[src/rtl/wp_pkg.sv]
// Shared constants and types of the keyed write guard.
// Assumes a 32-bit data path with the key in bits 31:8.
package wp_pkg;
    localparam int          KEY_W  = 24;
    localparam logic [23:0] WP_KEY = 24'h444D41;

    // Address region of an offset, as seen by the guard
    typedef enum logic [1:0] {
        RG_GUARDED = 2'd0,
        RG_MODE    = 2'd1,
        RG_STATUS  = 2'd2,
        RG_OPEN    = 2'd3
    } region_e;
endpackage

[src/rtl/wp_decode.sv]
// Classifies a byte offset into guarded, mode, status or open space.
// Assumes MODE_OFF < STAT_OFF and both fit in ADDR_W bits.
module wp_decode
    import wp_pkg::*;
#(
    parameter int ADDR_W   = 9,
    parameter int MODE_OFF = 'h1E4,
    parameter int STAT_OFF = 'h1E8
) (
    input  logic [ADDR_W-1:0] off,
    output region_e           region
);
    localparam logic [ADDR_W-1:0] MODE_A = ADDR_W'(MODE_OFF);
    localparam logic [ADDR_W-1:0] STAT_A = ADDR_W'(STAT_OFF);

    // Compare the offset against the two guard registers
    always_comb begin
        if (off < MODE_A)       region = RG_GUARDED;
        else if (off == MODE_A) region = RG_MODE;
        else if (off == STAT_A) region = RG_STATUS;
        else                    region = RG_OPEN;
    end
endmodule

[src/rtl/wp_mode_reg.sv]
// Holds the lock bit; only a correctly keyed mode write can change it.
// Assumes mode_wr is a single-cycle qualified write strobe.
module wp_mode_reg
    import wp_pkg::*;
(
    input  logic             clk,
    input  logic             rst_n,
    input  logic             mode_wr,
    input  logic [KEY_W-1:0] key_in,
    input  logic             lock_in,
    output logic             lock,
    output logic             key_bad
);
    logic key_ok;

    // Key comparison for the current mode write
    always_comb begin
        key_ok  = (key_in == WP_KEY);
        key_bad = mode_wr && !key_ok;
    end

    // Lock bit update on a keyed write
    always_ff @(posedge clk) begin
        if (!rst_n)                lock <= 1'b0;
        else if (mode_wr && key_ok) lock <= lock_in;
    end
endmodule

[src/rtl/wp_viol_log.sv]
// Violation flag plus first-offender source, cleared by a status read.
// Assumes clr marks a status read whose result was sampled this cycle.
module wp_viol_log #(
    parameter int ADDR_W = 9,
    parameter int SRC_W  = 16
) (
    input  logic              clk,
    input  logic              rst_n,
    input  logic              viol_now,
    input  logic [ADDR_W-1:0] viol_off,
    input  logic              clr,
    output logic              flag,
    output logic [SRC_W-1:0]  src
);
    // Capture first violation, clear on read, re-arm with a same-cycle hit
    always_ff @(posedge clk) begin
        if (!rst_n) begin
            flag <= 1'b0;
            src  <= '0;
        end else if (viol_now && (!flag || clr)) begin
            flag <= 1'b1;
            src  <= SRC_W'(viol_off);
        end else if (clr) begin
            flag <= 1'b0;
            src  <= '0;
        end
    end
endmodule

[src/rtl/keyed_wprot.sv]
// Keyed write guard: gates writes into a configuration register file,
// logs blocked writes and exposes lock and log through two registers.
// Assumes one write and one read port, each at most one access per cycle.
module keyed_wprot
    import wp_pkg::*;
#(
    parameter int ADDR_W   = 9,
    parameter int DATA_W   = 32,
    parameter int SRC_W    = 16,
    parameter int SRC_LSB  = 8,
    parameter int MODE_OFF = 'h1E4,
    parameter int STAT_OFF = 'h1E8
) (
    input  logic              clk,
    input  logic              rst_n,
    input  logic              wr_en,
    input  logic [ADDR_W-1:0] wr_off,
    input  logic [DATA_W-1:0] wr_data,
    input  logic              rd_en,
    input  logic [ADDR_W-1:0] rd_off,
    output logic              wr_allow,
    output logic [DATA_W-1:0] rd_data
);
    localparam int KEY_LSB = DATA_W - KEY_W;

    region_e           wr_region;
    region_e           rd_region;
    logic              lock;
    logic              key_bad;
    logic              viol_now;
    logic              stat_rd;
    logic              viol_flag;
    logic [SRC_W-1:0]  viol_src;
    logic [DATA_W-1:0] stat_word;
    logic              unused_bits;

    assign unused_bits = ^wr_data[KEY_LSB-1:1];

    // One decoder per access port
    for (genvar p = 0; p < 2; p++) begin : g_dec
        if (p == 0) begin : g_wr
            wp_decode #(.ADDR_W(ADDR_W), .MODE_OFF(MODE_OFF), .STAT_OFF(STAT_OFF))
                u_dec (.off(wr_off), .region(wr_region));
        end else begin : g_rd
            wp_decode #(.ADDR_W(ADDR_W), .MODE_OFF(MODE_OFF), .STAT_OFF(STAT_OFF))
                u_dec (.off(rd_off), .region(rd_region));
        end
    end

    wp_mode_reg u_mode (
        .clk    (clk),
        .rst_n  (rst_n),
        .mode_wr(wr_en && (wr_region == RG_MODE)),
        .key_in (wr_data[DATA_W-1:KEY_LSB]),
        .lock_in(wr_data[0]),
        .lock   (lock),
        .key_bad(key_bad)
    );

    // Write qualification and violation detection
    always_comb begin
        wr_allow = wr_en && ((wr_region == RG_OPEN) ||
                             (wr_region == RG_GUARDED && !lock));
        viol_now = key_bad || (wr_en && lock && (wr_region == RG_GUARDED));
        stat_rd  = rd_en && (rd_region == RG_STATUS);
    end

    wp_viol_log #(.ADDR_W(ADDR_W), .SRC_W(SRC_W)) u_log (
        .clk     (clk),
        .rst_n   (rst_n),
        .viol_now(viol_now),
        .viol_off(wr_off),
        .clr     (stat_rd),
        .flag    (viol_flag),
        .src     (viol_src)
    );

    // Status word layout: flag at bit 0, source above SRC_LSB
    always_comb begin
        stat_word                   = '0;
        stat_word[0]                = viol_flag;
        stat_word[SRC_LSB +: SRC_W] = viol_src;
    end

    // Registered read mux; idle cycles return zero
    always_ff @(posedge clk) begin
        if (!rst_n)            rd_data <= '0;
        else if (!rd_en)       rd_data <= '0;
        else if (rd_region == RG_MODE)
                               rd_data <= DATA_W'(lock);
        else if (stat_rd)      rd_data <= stat_word;
        else                   rd_data <= '0;
    end
endmodule

[config.mk]
export PLATFORM = sky130hd
export DESIGN_NAME = keyed_wprot
export DESIGN_NICKNAME = d
export VERILOG_FILES = /design/src/rtl/wp_pkg.sv /design/src/rtl/wp_decode.sv /design/src/rtl/wp_mode_reg.sv /design/src/rtl/wp_viol_log.sv /design/src/rtl/keyed_wprot.sv
export SDC_FILE = /design/constraint.sdc
export NUM_CORES = 1
export LEC_CHECK = 0
export BUFFER_PORTS_ARGS = -buffer_cell sky130_fd_sc_hd__buf_2
export CAP_MARGIN = 10
export CORE_MARGIN = 10
export CORE_UTILIZATION = 41
export DETAILED_ROUTE_END_ITERATION = 10
export PLACE_DENSITY = 0.83
export REMOVE_ABC_BUFFERS = 1
export SETUP_SLACK_MARGIN = 0.5
export SYNTH_ARGS = -nofsm -noshare
export SYNTH_HDL_FRONTEND = slang
export SYNTH_SLANG_ARGS = --single-unit
[constraint.sdc]
create_clock -name clk -period 3.5 [get_ports clk]
set_input_delay 1.05 -clock clk [delete_from_list [all_inputs] [get_ports clk]]
set_output_delay 1.05 -clock clk [all_outputs]
set_load 0.01 [all_outputs]
# Yosys cells after proc, flatten, opt, wreduce, memory -nomap -nowiden
# Index checks and enable logic that the tools add are counted.
# word_totals
n_memories	0
latch_bits	0
ramBits	0
in_bits	54
wordCells	50
register_bits	21
rom_bits	0
output_inout_bits	33
# op_classes
div	0
eq_ne	9
n_reduce_logical	19
add_sub_neg	0
shifts	0
mul	0
mux	12
n_bitwise	3
n_lt_le_gt_ge	2
# ops
operator	count
9-bit == test (second input constant)	4
24-bit by 23-bit == test with 1-bit output (second input constant)	1
9-bit < comparator (second input constant)	2
9-bit two-way mux	2
1-bit logical AND	9
2-bit two-way mux	4
1-bit two-way mux	6
2-bit by 1-bit == test with 1-bit output (second input constant)	2
2-bit == test (second input constant)	2
4-bit OR reduction	1
1-bit zero test	3
1-bit logical OR	3
1-bit inverter	3
2-bit zero test	1
2-bit AND reduction	1
2-bit nonzero test	1

# Logic depth before layout (Yosys ltp)
# logic_depth
ltp_word	10
mapped_depth	6

# By module
# From an unflattened synthesis, not the netlist that was laid out.
# hier_totals
cells_unflattened	143
area_unflattened_um2	1328.8
# by_module_without_submodules
module	cells_each	n_inst	area_per_inst_um2
keyed_wprot	62	1	675.6
wp_viol_log	53	1	447.9
wp_mode_reg	16	1	127.6
wp_decode	6	2	38.8

# Worst setup path before layout
# No wires, ideal clock.
# synth_timing
path_type	input to output
startpoint	input wr_off[5]
endpoint	output wr_allow
arrival_time_ns	1.920
t_required_ns	2.450
stages	3
setup_slack_ns	0.530
path_cell_list	nand4_1 or3_2 o311a_1
# synth_via
elab_chain_len	8
# synth_rtl
element	line	text
from (decl)	keyed_wprot.sv:17	input logic [ADDR_W-1:0] wr_off,
branches (longest 3 deep; another with 9-bit < comparator)	-	
2-bit two-way mux *	wp_decode.sv:18	if (off < MODE_A) region = RG_GUARDED;
2-bit zero test	keyed_wprot.sv:63	(wr_region == RG_GUARDED && !lock));
1-bit logical AND	keyed_wprot.sv:63	
1-bit logical OR *	keyed_wprot.sv:62	wr_allow = wr_en && ((wr_region == RG_OPEN) ||
1-bit logical AND *	keyed_wprot.sv:62	
to (decl)	keyed_wprot.sv:21	output logic wr_allow,
# Every way passes the cells marked *.

# Worst setup path after layout
# Same ends and word-level chain as after synthesis.

==> results.py <==
metrics = {
    "run_status": {
        "status": "complete, no violations",
    },
    "power": {
        "power_frac_seq_pct": 58.2,
        "power_switching_mw": 0.0990,
        "cellPowerDensity_nw_per_um2": 302,
        "ir_drop_v": 0.000214,
        "pwr-share-comb_pct": 14.3,
        "power.internal_mw": 0.311,
        "clockPowerShare_pct": 27.5,
        "power_mw": 0.410,
        "p_leak_nw": 0.665,
        "swShare_pct": 24.1,
    },
    "clock_tree": {
        "h-tree-depth": 1,
        "cts.sinks": 21,
        "clkTransAtPathRegs_ns": 0.11,
        "cts_tree": "yes",
        "cts_buffers": 3,
        "clk_path_buf_depth": 2,
        "clk_latency_ns": 0.30,
        "root_buffer": "clkbuf_4",
    },
    "floorplanning": {
        "fp.dieH_um": 71.5,
        "io_pins": 87,
        "rows": 18,
        "die-area_sq_um": 5110,
        "start_util_pct": 43.4,
        "core_sq_um": 2500,
        "dieWidth_um": 71.5,
    },
    "finish": {
        "nets": 233,
        "design_area_sq_um": 1360,
        "nFillCells": 238,
        "antenna_cells": 0,
        "syn_to_final_growth_pct": 25.1,
        "drive_gt1_share_pct": 36.0,
        "seq_area_sq_um": 420,
        "multi_input_area_sq_um": 557,
    },
    "synthesis": {
        "synth_warnings": 0,
        "synth.avg_cell_area_sq_um": 8.90,
        "ys_seq_area_share_pct": 38.7,
        "synth_area_leaders": "dfxtp_1 39%, buf_4 15%, mux2i_1 9.2%",
        "synth_top_area_share_pct": 38.7,
        "netlist-cell-type-count": 29,
        "synthFlopType": "dfxtp_1",
        "synth_area_sq_um": 1090,
        "ys_seq_elements": 21,
        "yosys.area.top_type": "dfxtp_1",
        "synthCells": 122,
        "synth_edf_count": 0,
        "synthArstFlopShare_pct": 0,
    },
    "routing": {
        "drc_errors": 0,
        "vias": 950,
        "first_pass_iters": 4,
        "vias_per_cell": 4.57,
        "first_iter_violations": 42,
        "drtAntennaViolNets": 0,
        "wirelength_um": 2760,
        "wl_per_cell_um": 13.3,
    },
    "sta": {
        "rsz0062_at_grt": "yes",
        "fmax_mhz": 325,
        "fin_hold_ws_ns": 0.458,
        "maxSlewViolCount": 0,
        "period_needed_ns": 3.07,
        "finalSetupViolCount": 0,
        "fin_ws_ns": 0.425,
        "finalCritPeriodShare_pct": 87.8,
        "worst_pin_slew_ns": 0.657,
        "slew_headroom_pct": 56.2,
        "skew_ns": 0.00408,
        "hold_viol_final": 0,
        "finalSetupTns_ns": 0,
    },
    "run": {
        "cap_viol_max_count": 0,
    },
    "placement": {
        "place_congestion": 0.790,
        "io_buffers": 57,
        "dpl_cell_area_sq_um": 1300,
        "pre_cts_ws_ns": 0.267,
        "dpl.hpwl_um": 2370,
    },
    "grt": {
        "grt_max_degree": 24,
        "grt_pass1_wl_um": 4510,
        "antenna_found_initial": 0,
        "overflow": 0,
        "track_usage_pct": 10.6,
        "grt_pass1_vias": 1027,
    },
    "min_path": {
        "hold_path.class": "reg -> reg",
    },
    "setup_path": {
        "slowest_stage": "or3_4",
        "crit_chain": "buf_6, nand4_1, or3_4, o311a_1, buf_2",
        "start_kind": "input pin",
        "endpoint_kind": "primary output",
        "crit_fanout": 3,
        "crit_arrival_ns": 2.02,
        "worstPathRequired_ns": 2.45,
        "critPathMaxStageDelay_ns": 0.34,
        "crit_type": "in -> out",
    },
}
[per-layer routing]
layer	share of wire, %	global-route usage [%]
met5	0	0
met4	1.9	5.16
met3	5.9	2.34
met1	37	10.3
met2	55	20.4
[registers in the layout, summed over array words and instances (netlist names)]
register	flops
u_mode.lock	1
u_log.src	9
u_log.flag	1
rd_data	10
[timing repair]
item,in CTS,in global routing
hold buffers,0,0
setup endpoints to repair,1,1
buffers inserted,0,0
gates resized for setup,5,0
pin swaps,3,2
[placed cells by master (no fill, tap or decap), types with 2 or more instances in the layout]
| master | n |
|---|---|
| and3_1 | 9 |
| nor3_1 | 4 |
| buf_6 | 4 |
| nor2b_1 | 3 |
| nand4_1 | 3 |
| nand4bb_1 | 2 |
| dfxtp_1 | 21 |
| mux2i_1 | 10 |
| conb_1 | 22 |
| buf_2 | 53 |
| nor4b_1 | 4 |
| nand2_1 | 23 |
| clkbuf_4 | 3 |
[worst max-delay path: cells and delay by family]
kind,cells,cell delay (ns)
simple gates,2,0.47
buf+inv,2,0.22
compound gates,1,0.29
[final cells by class]
type                       count  share of cell area (%)
multi-input combinational     95                    41.0
tap                           30                    2.76
clock buffer                   4                    1.93
sequential                    21                    30.9
timing repair buffer          58                    23.4
[path summary, 6_finish.rpt]
kind / slack, ns / depth (start not counted) / endpoint / from
worst max-delay path: 0.43 / 5 / wr_allow / wr_off[5]
worst min-delay path: 0.46 / 2 / u_log.src[5]$_SDFFE_PN0P_ / u_log.src[5]$_SDFFE_PN0P_
worst max register to register: 2.11 / 3 / u_log.src[0]$_SDFFE_PN0P_ / u_mode.lock$_SDFFE_PN0P_
worst min register to register: 0.46 / 2 / u_log.src[5]$_SDFFE_PN0P_ / u_log.src[5]$_SDFFE_PN0P_
[cells in the mapped netlist, drive strengths merged (2+ instances only)]
cell type  count
dfxtp         21
clkbuf         3
nand4          3
nor3           4
mux2i         10
nor4b          4
nor2b          3
nand4bb        2
and3           9
nand2         23
buf           24
[power groups by stage]
stage / registers [mW] / logic, mW / clock network, mW
after floorplan: 0.244 / 0.0219 / 0
after global placement: 0.244 / 0.0534 / 0
after detailed placement: 0.244 / 0.0543 / 0
after CTS: 0.239 / 0.0575 / 0.117
after global routing: 0.239 / 0.0657 / 0.128
final: 0.239 / 0.0587 / 0.113
[metrics by stage]
step	utilization, %	std cells
CTS	54.4	208
detailed placement	52.2	204
finish	54.4	208
global route	54.4	208
global placement	52.2	204
floorplan	-	116
[kinds of logic after synthesis]
group,after synthesis,share of synthesized area (%)
buffers and inverters,27,17.6
DFF,21,38.7
xor gates and xnor gates,1,0.807
AOI/OAI and AO/OA,5,3.92
and+or+nand+nor,57,29.4
other,1,0.345
muxes,10,9.22
(Power assumes the default switching activity.)
